`src/rtl/sport_irq_pkg.sv`:
```
// Package: shared widths and status-bit positions for the serial-port
// interrupt block. Positions are lsb-indexed; software counts from the msb.
package sport_irq_pkg;
    localparam int WORD_W   = 16;
    localparam int N_MODEM  = 2;        // index 0 = carrier detect, 1 = clear-to-send
    localparam int BIT_PCHG = WORD_W - 1;   // msb-numbered bit 0
    localparam int BIT_OVR  = WORD_W - 4;   // msb-numbered bit 3
    localparam int BIT_TXE  = WORD_W - 5;
    localparam int BIT_RXR  = WORD_W - 7;
    localparam int BIT_FFUL = WORD_W - 8;
    localparam int BIT_TXR  = WORD_W - 9;
    localparam logic [WORD_W-1:0] USED_MASK =
        (WORD_W'(1) << BIT_PCHG) | (WORD_W'(1) << BIT_OVR) |
        (WORD_W'(1) << BIT_TXE)  | (WORD_W'(1) << BIT_RXR) |
        (WORD_W'(1) << BIT_FFUL) | (WORD_W'(1) << BIT_TXR);
endpackage

```
`src/rtl/sport_irq_sync.sv`:
```
// Module: sport_irq_sync
// Multi-stage flip-flop synchroniser for a bus of independent asynchronous
// level signals. Assumes each bit is a slow level, so per-bit skew is harmless.
module sport_irq_sync #(
    parameter int STAGES = 2,
    parameter int W      = 2
) (
    input  logic         clk,
    input  logic         rst_n,
    input  logic [W-1:0] async_i,
    output logic [W-1:0] sync_o
);
    logic [W-1:0] stg_q [STAGES];

    // Shift the sampled inputs down the synchroniser chain.
    always_ff @(posedge clk) begin
        if (!rst_n) begin
            for (int i = 0; i < STAGES; i++) stg_q[i] <= '0;
        end else begin
            stg_q[0] <= async_i;
            for (int i = 1; i < STAGES; i++) stg_q[i] <= stg_q[i-1];
        end
    end

    assign sync_o = stg_q[STAGES-1];
endmodule

```
`src/rtl/sport_irq_edge.sv`:
```
// Module: sport_irq_edge
// Rising-edge detector per line with a per-line enable. A rise is one cycle
// where the previous sample is 0 and the current one is 1. Assumes
// synchronised inputs.
module sport_irq_edge #(
    parameter int W = 2
) (
    input  logic         clk,
    input  logic         rst_n,
    input  logic [W-1:0] cur_i,
    input  logic [W-1:0] en_i,
    output logic [W-1:0] rise_o
);
    logic [W-1:0] prev_q;

    // Remember the last sampled level of each line.
    always_ff @(posedge clk) begin
        if (!rst_n) prev_q <= '0;
        else        prev_q <= cur_i;
    end

    for (genvar g = 0; g < W; g++) begin : g_line
        // Qualify the raw rise with its enable.
        assign rise_o[g] = cur_i[g] & ~prev_q[g] & en_i[g];

        // after a rise, the line is remembered as high
        rise_mem_chk: assert property (@(posedge clk) disable iff (!rst_n)
            rise_o[g] |=> prev_q[g]);
        // a disabled line never reports a rise
        rise_gate_chk: assert property (@(posedge clk) disable iff (!rst_n)
            !en_i[g] |-> !rise_o[g]);
    end
endmodule

```
`src/rtl/sport_irq_sticky.sv`:
```
// Module: sport_irq_sticky
// Sticky flag: set by a pulse, cleared by a strobe, set wins on a tie.
module sport_irq_sticky (
    input  logic clk,
    input  logic rst_n,
    input  logic set_i,
    input  logic clr_i,
    output logic flag_o
);
    logic flag_q;

    // Hold the flag; a set in the same cycle as a clear keeps it high.
    always_ff @(posedge clk) begin
        if (!rst_n)      flag_q <= 1'b0;
        else if (set_i)  flag_q <= 1'b1;
        else if (clr_i)  flag_q <= 1'b0;
    end

    assign flag_o = flag_q;

    // a set always leaves the flag high, even against a clear
    set_wins_chk: assert property (@(posedge clk) disable iff (!rst_n)
        set_i |=> flag_q);
    // the flag drops only after a clear
    clr_only_chk: assert property (@(posedge clk) disable iff (!rst_n)
        $fell(flag_q) |-> $past(clr_i));
    // the flag rises only after a set
    rise_src_chk: assert property (@(posedge clk) disable iff (!rst_n)
        $rose(flag_q) |-> $past(set_i));
endmodule

```
`src/rtl/sport_irq_mask.sv`:
```
// Module: sport_irq_mask
// Software-writable mask register; resets to all-masked (zero).
module sport_irq_mask #(
    parameter int W = 16
) (
    input  logic         clk,
    input  logic         rst_n,
    input  logic         we_i,
    input  logic [W-1:0] wdata_i,
    output logic [W-1:0] mask_o
);
    logic [W-1:0] mask_q;

    // Load the mask on a write strobe.
    always_ff @(posedge clk) begin
        if (!rst_n)    mask_q <= '0;
        else if (we_i) mask_q <= wdata_i;
    end

    assign mask_o = mask_q;

    // without a write the mask holds its value
    mask_hold_chk: assert property (@(posedge clk) disable iff (!rst_n)
        !we_i |=> $stable(mask_q));
endmodule

```
`src/rtl/sport_irq_top.sv`:
```
// Module: sport_irq_top
// Serial-port interrupt status and masking. Builds the read-only status word
// from the port-change flag, the overrun flag and four level sources, gates it
// with the mask and drives one interrupt. Assumes the event inputs are
// synchronous pulses or levels in the clk domain; only the modem inputs are
// treated as asynchronous.
module sport_irq_top
    import sport_irq_pkg::*;
#(
    parameter int SYNC_STAGES = 2
) (
    input  logic              clk,
    input  logic              rst_n,
    input  logic              mask_we,
    input  logic [WORD_W-1:0] mask_wdata,
    input  logic              rd_sel,
    output logic [WORD_W-1:0] rd_data,
    input  logic              pchg_clr,
    input  logic              err_rst_cmd,
    input  logic              cd_in,
    input  logic              cts_in,
    input  logic              cd_edge_en,
    input  logic              cts_edge_en,
    input  logic              ovr_evt,
    input  logic              tx_empty,
    input  logic              rx_ready,
    input  logic              fifo_full,
    input  logic              tx_ready,
    output logic              irq
);
    logic [N_MODEM-1:0] modem_sync;
    logic [N_MODEM-1:0] modem_rise;
    logic               pchg_flag;
    logic               ovr_flag;
    logic [WORD_W-1:0]  mask_q;
    logic [WORD_W-1:0]  status;

    sport_irq_sync #(.STAGES(SYNC_STAGES), .W(N_MODEM)) u_sync (
        .clk(clk), .rst_n(rst_n),
        .async_i({cts_in, cd_in}), .sync_o(modem_sync));

    sport_irq_edge #(.W(N_MODEM)) u_edge (
        .clk(clk), .rst_n(rst_n), .cur_i(modem_sync),
        .en_i({cts_edge_en, cd_edge_en}), .rise_o(modem_rise));

    sport_irq_sticky u_pchg (
        .clk(clk), .rst_n(rst_n), .set_i(|modem_rise),
        .clr_i(pchg_clr), .flag_o(pchg_flag));

    sport_irq_sticky u_ovr (
        .clk(clk), .rst_n(rst_n), .set_i(ovr_evt),
        .clr_i(err_rst_cmd), .flag_o(ovr_flag));

    sport_irq_mask #(.W(WORD_W)) u_mask (
        .clk(clk), .rst_n(rst_n), .we_i(mask_we),
        .wdata_i(mask_wdata), .mask_o(mask_q));

    // Assemble the status word; unlisted positions stay zero.
    always_comb begin
        status           = '0;
        status[BIT_PCHG] = pchg_flag;
        status[BIT_OVR]  = ovr_flag;
        status[BIT_TXE]  = tx_empty;
        status[BIT_RXR]  = rx_ready;
        status[BIT_FFUL] = fifo_full;
        status[BIT_TXR]  = tx_ready;
    end

    // Drive the interrupt from the masked status.
    assign irq     = |(status & mask_q);
    // Select the read-back register.
    assign rd_data = rd_sel ? mask_q : status;


    rsvd_zero_chk: assert property (@(posedge clk) disable iff (!rst_n)
        (status & ~USED_MASK) == '0);

    masked_quiet_chk: assert property (@(posedge clk) disable iff (!rst_n)
        (mask_q == '0) |-> !irq);

    idle_quiet_chk: assert property (@(posedge clk) disable iff (!rst_n)
        (status == '0) |-> !irq);

    ovr_keep_chk: assert property (@(posedge clk) disable iff (!rst_n)
        (ovr_flag && !err_rst_cmd) |=> ovr_flag);
endmodule

```
`config.mk`:
```
export PLATFORM = sky130hd
export DESIGN_NAME = sport_irq_top
export DESIGN_NICKNAME = d
export VERILOG_FILES = /design/src/rtl/sport_irq_pkg.sv /design/src/rtl/sport_irq_sync.sv /design/src/rtl/sport_irq_edge.sv /design/src/rtl/sport_irq_sticky.sv /design/src/rtl/sport_irq_mask.sv /design/src/rtl/sport_irq_top.sv
export SDC_FILE = /design/constraint.sdc
export NUM_CORES = 1
export LEC_CHECK = 0
export BUFFER_PORTS_ARGS = -buffer_cell sky130_fd_sc_hd__buf_4
export CAP_MARGIN = 20
export CORE_MARGIN = 3
export CORE_UTILIZATION = 45
export DETAILED_ROUTE_END_ITERATION = 10
export MAX_ROUTING_LAYER = met4
export PLACE_DENSITY = 0.88
export SYNTH_ARGS = -nofsm -noshare
export SYNTH_HDL_FRONTEND = slang
export SYNTH_SLANG_ARGS = --single-unit
export TNS_END_PERCENT = 50
```
`constraint.sdc`:
```
create_clock -name clk -period 2.1 [get_ports clk]
set_input_delay 0.315 -clock clk [delete_from_list [all_inputs] [get_ports clk]]
set_output_delay 0.315 -clock clk [all_outputs]
set_load 0.02 [all_outputs]
```
# Yosys cells after proc, flatten, opt, wreduce, memory -nomap -nowiden

Memories as Yosys holds them, arrays and structs flattened.
Cells that the tools add are included.
Widths: inputs -> output; s select.

Logic and storage cells: 27
Register bits after elaboration: 20
Bits in latches: 0
Memories kept: 1
Input port bits: 31
Output and inout bits: 17
Memory bits (writable): 4
Bits in read-only memories: 0

Bitwise logic cells: 9
Add/sub/neg operators: 0
Shift operators: 0
Equality and inequality tests: 0
Divide/modulo/power cells: 0
$lt $le $gt $ge: 0
Reductions and logical operators: 4
Multipliers: 0
Mux-type cells: 9

Memories:

| memory       | depth | width | rd ports | clocked after Yosys merged registers in | wr ports | RTL line             | source |
|---|---|---|---|---|---|---|---|
| u_sync.stg_q | 2     | 2     | 2        | 0                                       | 2        | sport_irq_sync.sv:13 | `logic [W-1:0] stg_q [STAGES];` |

Operator list:

| operator          | count |
|---|---|
| $and 16x16->16    | 1 |
| $mux 16           | 1 |
| $reduce_or 16->1  | 1 |
| $mux 1            | 6 |
| $and 1x1->1       | 4 |
| $mux 2            | 2 |
| $reduce_bool 2->1 | 2 |
| $not 1->1         | 2 |
| $or 1x1->1        | 2 |
| $reduce_or 2->1   | 1 |

# Logic depth before layout (Yosys ltp)

Gate-level depths: netlist of run 1.

Depth in word-level cells: 5
Depth in mapped cells: 4

# Cells and area by module

Synthesis of run 1 repeated with hierarchy kept, for this count alone.

Cells, all modules: 96
Area total of the unflattened synthesis: 1097.3 um2

By module, submodules not included:

| module           | sequential area each (um2) | cells each | area each (um2) | times used |
|---|---|---|---|---|
| sport_irq_mask   | 320.3                      | 51         | 615.6           | 1 |
| sport_irq_top    | 0.0                        | 23         | 209.0           | 1 |
| sport_irq_sync   | 80.1                       | 10         | 120.1           | 1 |
| sport_irq_sticky | 20.0                       | 3          | 41.3            | 2 |
| sport_irq_edge   | 40.0                       | 6          | 70.1            | 1 |

# Worst setup path before layout of run 1

No wires, ideal clock.

Path type: input port to output port
From: input port rd_sel
To: output port rd_data[0]
Arrival time: 0.890 ns
Stages on the path: 3
Path buffers: 2
Required time: 1.785 ns
Path slack: 0.895 ns
Cells stage by stage: buf_4 clkbuf_1 and2_1

Cells in the longest elaborated chain, start to end: 1

RTL lines:

| element            | RTL line            | source |
|---|---|---|
| start: declaration | sport_irq_top.sv:16 | `input logic rd_sel,` |
| $mux 16            | sport_irq_top.sv:72 | `assign rd_data = rd_sel ? mask_q : status;` |
| end: declaration   | sport_irq_top.sv:17 | `output logic [WORD_W-1:0] rd_data,` |

No other way between the ends.

# Final worst setup path of run 1

From: register u_mask.mask_q[15] (netlist: u_mask.mask_o[15])
To: output port irq

Cells in the longest elaborated chain, start to end: 2

RTL lines:

| element                  | RTL line             | source |
|---|---|---|
| start: declaration       | sport_irq_mask.sv:12 | `logic [W-1:0] mask_q;` |
| start signal: assignment | sport_irq_mask.sv:17 | `else if (we_i) mask_q <= wdata_i;` |
| $and 16x16->16           | sport_irq_top.sv:70  | `assign irq = \|(status & mask_q);` |
| $reduce_or 16->1         | sport_irq_top.sv:70  |  |
| end: declaration         | sport_irq_top.sv:29  | `output logic irq` |

No other way between the ends.

==> results of run 1 <==
==> registers in the layout, indices dropped and copies added, names as in the netlist <==
signal / cells
u_sync.stg_q: 4
u_ovr.flag_o: 1
u_pchg.flag_o: 1
u_mask.mask_o: 16
u_edge.prev_q: 2
==> kinds of logic after synthesis <==
logic type	count (synthesis)	share of synthesized area (%)
flip-flops	24	46.7
buffers and inverters	6	4.86
AND/OR/NAND/NOR	38	23.5
AO/OA/AOI/OAI	4	2.92
multiplexers	22	22.1
==> metal layers <==
layer,vias to the layer above,GRT usage (%)
met1,359,16.3
met4,0,2.55
met2,35,25.8
met3,2,4.99
met5,-,-
li1,402,-
==> critical path, delay by kind of cell (launching register included) <==
family,cells,cell delay [ns]
buffers and inverters,1,0.16
DFF,1,0.35
and+or+nand+nor,1,0.10
AOI/OAI and AO/OA,1,0.20
==> power groups by stage <==
stage	logic, W	clock network (W)	registers (W)
floorplan	0.0000995	0	0.000499
global placement	0.000168	0	0.000501
detailed placement	0.000173	0	0.000503
CTS	0.000174	0.000239	0.000493
global route	0.000186	0.000256	0.000496
finish	0.000171	0.000229	0.000492
==> per-stage QoR <==
| stage | worst slack (ns) | instance area (um2) |
|---|---|---|
| final | 0.679 | 1400 |
| after global routing | 0.597 | 1400 |
| after CTS | 0.671 | 1400 |
| after detailed placement | 0.767 | 1370 |
| after global placement | 0.799 | 1370 |
| after floorplan | 0.895 | 1030 |
==> cell usage in the layout (no fill, tap or decap) <==
cell / count
mux2_2: 6
and2_1: 16
a22oi_1: 3
nand3b_1: 1
nand4b_1: 2
o21a_1: 1
nor2b_1: 17
clkbuf_4: 3
clkbuf_8: 1
nand3_1: 2
dfxtp_1: 24
mux2i_1: 16
buf_4: 47
==> layout make-up <==
class	instances	area share (%)
Multi-Input combinational cell	64	35.6
Timing Repair Buffer	47	25.2
Tap cell	27	2.41
Clock buffer	4	2.59
Sequential cell	24	34.3
==> how the worst min path moves through the flow <==
stage / startpoint / to / slack, ns / depth (start not counted)
3_3_place_gp: u_sync.stg_q[0][1] / u_sync.stg_q[0][3] / 0.41 / 1
3_5_place_dp: u_sync.stg_q[0][1] / u_sync.stg_q[0][3] / 0.42 / 1
6_report: cd_in / u_sync.stg_q[0][0] / 0.21 / 2
2_1_floorplan: u_sync.stg_q[0][0] / u_sync.stg_q[0][2] / 0.41 / 1
5_1_grt: cd_in / u_sync.stg_q[0][0] / 0.19 / 2
4_1_cts: cd_in / u_sync.stg_q[0][0] / 0.20 / 2
==> results.md, run 1 <==
* Outcome: finished, final reports clean
* WP data required at 1.78 ns
* Area of the die at 2900 um2
* Setup TNS at 0 ns
* Achievable frequency at 704 MHz
* Boundary pin count at 48
* Post-synthesis sequential area ratio at 46.7%
* Worst setup path start: u_mask.mask_o[15]
* Static Leak at 0.670 nW
* Worst R2R Path Depth at 2
* Fillers at 160
* Final Wtd Congestion at 0.694
* Clk_skew at 0.00119 ns
* Top cell type's share of synthesized area at 46.7%
* Min-delay worst type: primary input to flop
* Sw Ratio at 23.3%
* Clk sinks at 24
* Worst path max stage delay at 0.35 ns
* Fin util at 68.0%
* Post-Syn Nets at 125
* Htree depth at 1
* Worst Setup EP: irq
* Top-count cell post-synth: dfxtp_1
* Clk slew on worst S/H paths at 0.12 ns
* Highest Signal Layer: met4
* Die Span X at 53.8 um
* WP data arrival at 1.11 ns
* TritonCTS Buffers at 3
* Post-synth top cells: dfxtp_1, nor2b_1, and2_1, mux2i_1, mux2_2
* Worst setup SP type: flop
* Number of global-route vias before repair at 720
* Flop pwr share at 55.2%
* Hold_buf cts at 0
* RSZ-0062 raised after global routing: no
* Yosys top cell by area: dfxtp_1
* Fraction of registers with async set/reset at 0%
* Min Tclk post-route at 1.42 ns
* Post-CTS Resized at 0
* Initial antenna violation count at 0
* Largest cells by area after synthesis: dfxtp_1, mux2i_1, nor2b_1, and2_1, mux2_2
* Total power at 0.000892 W
* Routed WL per cell at 12.2 um
* Synthesized area per cell at 11.0 um2
* Sw power at 0.000208 W
* Hold_ws at 0.206 ns
* Vias at 798
* Share of cells above drive strength 1 at 41.0%
* Period utilization at 67.7%
* Gate Count Post-Synth at 94
* Main synth FF type: dfxtp_1
* CTS max path bufs at 2
* R2R Path End: u_ovr.flag_o
* Clock power frac at 25.7%
* VDD IR max at 0.549 mV
* WS Path Type: flop to output port
* First DRT Iteration DRCs at 6
* Multi-input gate area at 499 um2
* Global-route wire length before repair at 3020 um
* Slew HR at 82.0%
* Internal at 0.000684 W
* Mapped Area at 1030 um2
* Wl on met1 at 843 um
* CTS tree: built
* N_diodes at 0
* Worst R2R Start: u_ovr.flag_o
* P per Cell Area at 636 nW/um2
* Critical path peak fanout at 3
* Final Setup Violations at 0
* Grt ovf at 0
* Core Box Area at 2060 um2
* Clock Latency Late Sink at 0.30 ns
* Netlist cell types at 14
* Vias/cell at 4.81
* PortBufs at 47
* Drt pass-1 iters at 2
* DRT Wirelength at 2020 um
* Logic pwr share at 19.2%
* Die height at 53.8 um
* CP Capture Type: output port
* Largest net degree at the start of global routing at 27
* Final hold violation count at 0
* Synth Warn # at 0
* Number of remaining DRC errors at 0
* Non-filler instance count after layout at 166
* Synthesized flop and latch total at 24
* Post-CTS Setup Bufs at 0
* Initial Util at 49.9%
* Reg2Reg Setup Slack at 1.37 ns
* Final ANT Viol Nets at 0
* FF+latch area at 480 um2
* Max-cap viol count at 0
* Worst-path cell chain: a22oi_1, nand3_1, buf_4
* Slew Limit Fails at 0
* DR WL met3 at 177 um
* Number of synthesized flops with an enable pin at 0
* Root Buffer: clkbuf_4
* Total GRT Usage at 14.8%
* Area Overhead vs Synth at 36.2%
* Placed Instances at 162
* Met2 wire length at 988 um
* Worst-Margin Slew at 0.271 ns
* Slowest-stage cell, CP: dfxtp_1
* Fin nets at 171
* Rows at 16
No activity file was read; power rests on OpenSTA's default activity.
==> run 2, diff against run 1 <==
- ABC_AREA: default -> 1
- CORE_UTILIZATION: 45 -> 40
- PLACE_DENSITY: 0.88 -> 0.84
- clock period: 2.1 -> 1.2 ns (I/O delays scaled with it)
==> results.md, run 2 <==
* Outcome: finished with violations
* Violated checks: setup timing
* Synthesized area per cell at 7.08 um2 (-35%)
* Synth Warn # at 0 (unchanged)
* Clock Latency Late Sink at 0.31 ns (about the same)
* RSZ-0062 raised after global routing: yes
* Min-delay worst type: primary input to flop
* Fraction of registers with async set/reset at 0% (unchanged)
* Final ANT Viol Nets at 0 (unchanged)
* Clk sinks at 24 (unchanged)
* Sw Ratio at 25.8% (+2.4 points)
* Top-count cell post-synth: nor2_1
* Setup ws final at -0.0900 ns (-0.769 ns)
* Number of synthesized flops with an enable pin at 0 (unchanged)
* Total GRT Usage at 16.2% (+1.4 points)
* Final hold violation count at 0 (unchanged)
* Critical path peak fanout at 2 (-1)
* Period utilization at 108%
* Global-route wire length before repair at 4000 um (+33%)
* Max-cap viol count at 0 (unchanged)
* Vias/cell at 4.67 (-2.9%)
* CTS tree: built
* Static Leak at 0.826 nW (+23%)
* Top cell type's share of synthesized area at 48.1% (+1.5 points)
* Total power at 0.00163 W (+83%)
* Hold_ws at 0.0503 ns (-0.156 ns)
* Die Span X at 56.0 um (+3.9%)
* N_diodes at 0 (unchanged)
* VDD IR max at 0.783 mV (+43%)
* Core Box Area at 2300 um2 (+11%)
* Logic pwr share at 21.2% (+2.0 points)
* DRT Wirelength at 2400 um (+19%)
* Number of global-route vias before repair at 984 (+37%)
* Mapped Area at 998 um2 (-3.0%)
* CP Capture Type: output port
* Gate Count Post-Synth at 141 (+50%)
* Commonest non-fill, non-tap cell in the layout: buf_4
* Area Overhead vs Synth at 45.2%
* Main synth FF type: dfxtp_1
* Worst-Margin Slew at 0.270 ns (-0.0000827 ns)
* Yosys top cell by area: dfxtp_1
* Largest cells by area after synthesis: dfxtp_1, nor2_1, nand2_1, inv_1, o21ai_0
* Sw power at 0.000421 W (+100%)
* Fin util at 63.1% (-4.9 points)
* Initial antenna violation count at 0 (unchanged)
* Fillers at 204 (+28%)
* WP data arrival at 1.11 ns (about the same)
* P per Cell Area at 1130 nW/um2 (+77%)
* CTS max path bufs at 2 (unchanged)
* Grt ovf at 0 (unchanged)
* Post-synth top cells: nor2_1, nand2_1, dfxtp_1, inv_1, o21ai_0
* Internal at 0.00121 W (+77%)
* PortBufs at 47 (unchanged)
* WP data required at 1.02 ns (-0.76 ns)
* Area of the die at 3130 um2 (+8.1%)
* Final Wtd Congestion at 0.827 (+19%)
* Share of cells above drive strength 1 at 35.6% (-5.4 points)
* Hold_buf cts at 0 (unchanged)
* Netlist cell types at 14 (unchanged)
* Most frequent cells in the layout: buf_4, nor2_1, nand2_1
* Clk slew on worst S/H paths at 0.13 ns (about the same)
* Boundary pin count at 48 (unchanged)
* Clk_skew at 0.00999 ns (+0.00880 ns)
* Post-synthesis sequential area ratio at 48.1% (+1.5 points)
* Clock power frac at 25.2% (-0.5 points)
* Initial Util at 43.5% (-6.5 points)
* Min Tclk post-route at 1.29 ns
* Largest net degree at the start of global routing at 25 (-7.4%)
* Slew Limit Fails at 0 (unchanged)
* First DRT Iteration DRCs at 29 (+23)
* TritonCTS Buffers at 3 (unchanged)
* Drt pass-1 iters at 4 (+2)
* Achievable frequency at 775 MHz
* Vias at 1,008 (+26%)
* Fin nets at 220 (+29%)
* Detail Placement HPWL at 1750 um
* Slew HR at 81.9% (about the same)
* Number of remaining DRC errors at 0 (unchanged)
* Htree depth at 1 (unchanged)
* Largest register FFs at 16 (unchanged)
* Synthesized flop and latch total at 24 (unchanged)
* Post-Syn Nets at 172 (+38%)
* Flop pwr share at 53.6% (-1.6 points)
* WS Path Type: flop to output port
* Die height at 56.0 um (+3.9%)
* Rows at 17 (+1)
* Routed WL per cell at 11.1 um (-8.6%)
* Worst setup SP type: flop
* Root Buffer: clkbuf_4
* Final Setup Violations at 7 (+7)
-- run 2: timing repair --
item,4_1_cts,5_1_grt
resized for setup,15,6
buffers inserted,2,0
hold endpoints to repair,0,0
setup endpoints to repair,5,7
pin swaps,2,1
-- run 2: cells by family (layout without fill, tap and decap cells) --
group                  count (synthesis)  in the layout  synth area share (%)
buffers and inverters                 29             76                  12.5
and+or+nand+nor                       63             63                  24.1
AOI/OAI and AO/OA                     21             21                  10.8
muxes                                  4              4                  4.51
DFF                                   24             24                  48.1
-- run 2: layout make-up --
class,count,area (um2),share of cell area [%]
inverter,23,86.3,5.95
multi-input combinational,88,413,28.5
clock buffer,4,36.3,2.50
timing repair buffer,49,390,26.9
sequential,24,489,33.7
tap,28,35.0,2.42
-- run 2: worst max-delay path: stages (launching register included) --
cell and delay (ns):
dfxtp_2 0.35, nand2_1 0.08, nand2_1 0.05, a21oi_1 0.11
nand2_1 0.08, buf_6 0.13
-- run 2: final timing paths --
kind	depth (start not counted)	slack, ns	start	end
setup / recovery	5	-0.09	u_mask.mask_o[12]	irq
hold / removal	3	0.05	cts_in	u_sync.stg_q[0][1]
setup reg to reg	3	0.47	u_mask.mask_o[12]	u_mask.mask_o[12]
hold reg to reg	2	0.43	u_sync.stg_q[0][0]	u_sync.stg_q[0][2]
-- run 2: through the flow --
stage	area (um2)	setup TNS [ns]	worst slack, ns	std cells
2_1_floorplan	998	0	0.187	141
3_3_place_gp	1350	0	0.135	210
3_5_place_dp	1350	0	0.116	210
4_1_cts	1430	-0.303	-0.0667	216
5_1_grt	1450	-0.539	-0.146	216
6_report	1450	-0.226	-0.0900	216
-- run 2: power groups by stage --
stage	Combinational [W]	Clock (W)	Sequential, W
final	0.000347	0.000412	0.000876
after global routing	0.000379	0.000461	0.000882
after CTS	0.000340	0.000426	0.000873
after detailed placement	0.000314	0	0.000889
after global placement	0.000305	0	0.000886
after floorplan	0.000167	0	0.000881
-- run 2: routing by layer --
metal  vias up  share of wire, %  GRT usage [%]
met1       448                42           17.2
met3         4               7.9           3.71
li1        517                 -              -
met4         0               1.6           6.10
met2        39                48           28.9
met5         -                 0              -
==> run 3, diff against run 2 <==
- clock period: 1.2 -> 1.1 ns (I/O delays scaled with it)
==> results.md, run 3 (synthesized netlist as in run 2, its figures left out) <==
* Drt pass-1 iters at 4 (unchanged)
* Vias at 1,025 (+1.7%)
* Hold_buf cts at 0 (unchanged)
* Htree depth at 1 (unchanged)
* Number of global-route vias before repair at 958 (-2.6%)
* First DRT Iteration DRCs at 30 (+3.4%)
* Sw Ratio at 25.6% (-0.16 points)
* Clock power frac at 24.6% (-0.6 points)
* VDD IR max at 0.916 mV (+17%)
* N_diodes at 0 (unchanged)
* CTS tree: built
* Die height at 56.0 um (unchanged)
* Cell mode on critical path: nand2_2
* Grt ovf at 0 (unchanged)
* WS Path Type: flop to output port
* Setup ws final at -0.161 ns (-0.0709 ns)
* PortBufs at 47 (unchanged)
* Initial antenna violation count at 0 (unchanged)
* P per Cell Area at 1210 nW/um2 (+7.7%)
* Internal at 0.00133 W (+9.4%)
* Most frequent cells in the layout: buf_4, nor2_1, nand2_1
* Commonest non-fill, non-tap cell in the layout: buf_4
* Slew Limit Fails at 0 (unchanged)
* DP Worst Slack at 0.106 ns (-0.00918 ns)
* Achievable frequency at 793 MHz
* Static Leak at 0.827 nW (about the same)
* Detail Placement HPWL at 1790 um (+2.5%)
* Max-cap viol count at 0 (unchanged)
* Slew HR at 81.5% (-0.47 points)
* Die Span X at 56.0 um (unchanged)
* Vias/cell at 4.77 (+2.2%)
* Largest net degree at the start of global routing at 25 (unchanged)
* Area Overhead vs Synth at 47.2%
* Placed Area at 1360 um2 (+0.56%)
* Period utilization at 115%
* Met2 wire length at 1250 um (+7.6%)
* Final hold violation count at 0 (unchanged)
* Clk slew on worst S/H paths at 0.13 ns (about the same)
* Wl on met1 at 986 um (-2.4%)
* TritonCTS Buffers at 3 (unchanged)
* CTS max path bufs at 2 (unchanged)
* Total GRT Usage at 16.4% (+0.25 points)
* Min-delay worst type: primary input to flop
* CP Capture Type: output port
* Fin area at 1470 um2 (+1.4%)
* Clock Latency Late Sink at 0.30 ns (about the same)
* Root Buffer: clkbuf_4
* RSZ-0062 raised after global routing: yes
* Worst path max stage delay at 0.36 ns (about the same)
* Critical path peak fanout at 3 (+1)
* Total power at 0.00178 W (+9.2%)
* DR WL met3 at 197 um (+3.1%)
* Clk_skew at 0.0128 ns (+0.00277 ns)
* Initial Util at 43.5% (unchanged)
* Core Box Area at 2300 um2 (unchanged)
* Rows at 17 (unchanged)
* Post-CTS Setup Bufs at 0 (-2)
* Fin util at 64.0% (+0.87 points)
* Final ANT Viol Nets at 0 (unchanged)
* Logic pwr share at 21.6% (+0.4 points)
* Routed WL per cell at 11.6 um (+4.5%)
* Largest register FFs at 16 (unchanged)
* Worst setup SP type: flop
* Min Tclk post-route at 1.26 ns
* Sw power at 0.000457 W (+8.5%)
* Multi-input gate area at 425 um2 (+3.0%)
* Flop pwr share at 53.8% (+0.2 points)
* Area of the die at 3130 um2 (unchanged)
* WP data required at 0.94 ns (-0.08 ns)
* Worst-path cell chain: nand2_2, nand2_2, a21oi_2, nand2_1, buf_6
* Violated checks: setup timing
* Fin nets at 219 (-0.45%)
* Outcome: finished with violations
* Highest Signal Layer: met4
* FF+latch area at 497 um2 (+1.5%)
* Fillers at 216 (+5.9%)
* Number of remaining DRC errors at 0 (unchanged)
* Clk sinks at 24 (unchanged)
* Boundary pin count at 48 (unchanged)
* Final Wtd Congestion at 0.795 (-3.8%)
* DRT Wirelength at 2500 um (+4.0%)
* WP data arrival at 1.10 ns (about the same)
* Final Setup Violations at 7 (unchanged)
* Share of cells above drive strength 1 at 41.2% (+5.5 points)
* Worst-Margin Slew at 0.278 ns (+0.00711 ns)
* Global-route wire length before repair at 4050 um (+1.4%)
* Slowest-stage cell, CP: dfxtp_2
[run 3: changes by cell type in the layout (fill, tap and decap cells not counted)]
cell / delta
a21oi_1: -1
a21oi_2: +1
buf_4: -3
buf_6: +2
dfxtp_1: -6
dfxtp_2: +6
inv_1: -1
inv_2: +1
nand2_1: -2
nand2_2: +2
o21ai_1: -1
o21ai_2: +1
[run 3: power groups by stage]
stage / registers (W) / clock network, W / logic, W
after global placement: 0.000967 / 0 / 0.000337
after global routing: 0.000966 / 0.000486 / 0.000417
after detailed placement: 0.000970 / 0 / 0.000347
final: 0.000960 / 0.000439 / 0.000384
after floorplan: 0.000962 / 0 / 0.000183
after CTS: 0.000955 / 0.000454 / 0.000374
[run 3: what timing repair did]
item / 4_1_cts / 5_1_grt
endpoints found under the setup margin: 7 / 13
endpoints found under the hold margin: 0 / 0
pin swaps: 1 / 3
resized for setup: 20 / 14
[run 3: final timing paths]
kind | startpoint | endpoint | slack, ns | cells past startpoint
max | u_mask.mask_o[9] | irq | -0.16 | 5
min | cts_in | u_sync.stg_q[0][1] | 0.04 | 3
max reg2reg | u_mask.mask_o[7] | u_mask.mask_o[7] | 0.36 | 2
min reg2reg | u_sync.stg_q[0][0] | u_sync.stg_q[0][2] | 0.43 | 2
[run 3: stage by stage]
step	hold WS, ns	TNS, ns	std cells
finish	0.0385	-0.657	215
global route	0.0491	-0.960	215
CTS	0.0368	-0.681	215
detailed placement	0.353	0	211
global placement	0.348	0	211
floorplan	0.263	0	141
[run 3: area by class of cell]
| cell class | instances | share of cell area [%] |
|---|---|---|
| tap | 28 | 2.38 |
| sequential | 24 | 33.8 |
| inverter | 23 | 5.87 |
| multi-input combinational | 88 | 28.9 |
| clock buffer | 4 | 2.47 |
| timing repair buffer | 48 | 26.6 |
[run 3: critical path: cells and delay by family, from the launching register on]
family                 cells  cell delay (ns)
AND/OR/NAND/NOR            3             0.21
AO/OA/AOI/OAI              1             0.10
buffers and inverters      1             0.13
flip-flops                 1             0.36
[run 3: layer usage]
metal	up-vias	global-route usage (%)
met5	-	-
met3	6	3.71
met4	0	7.12
li1	518	-
met2	49	29.4
met1	452	17.0
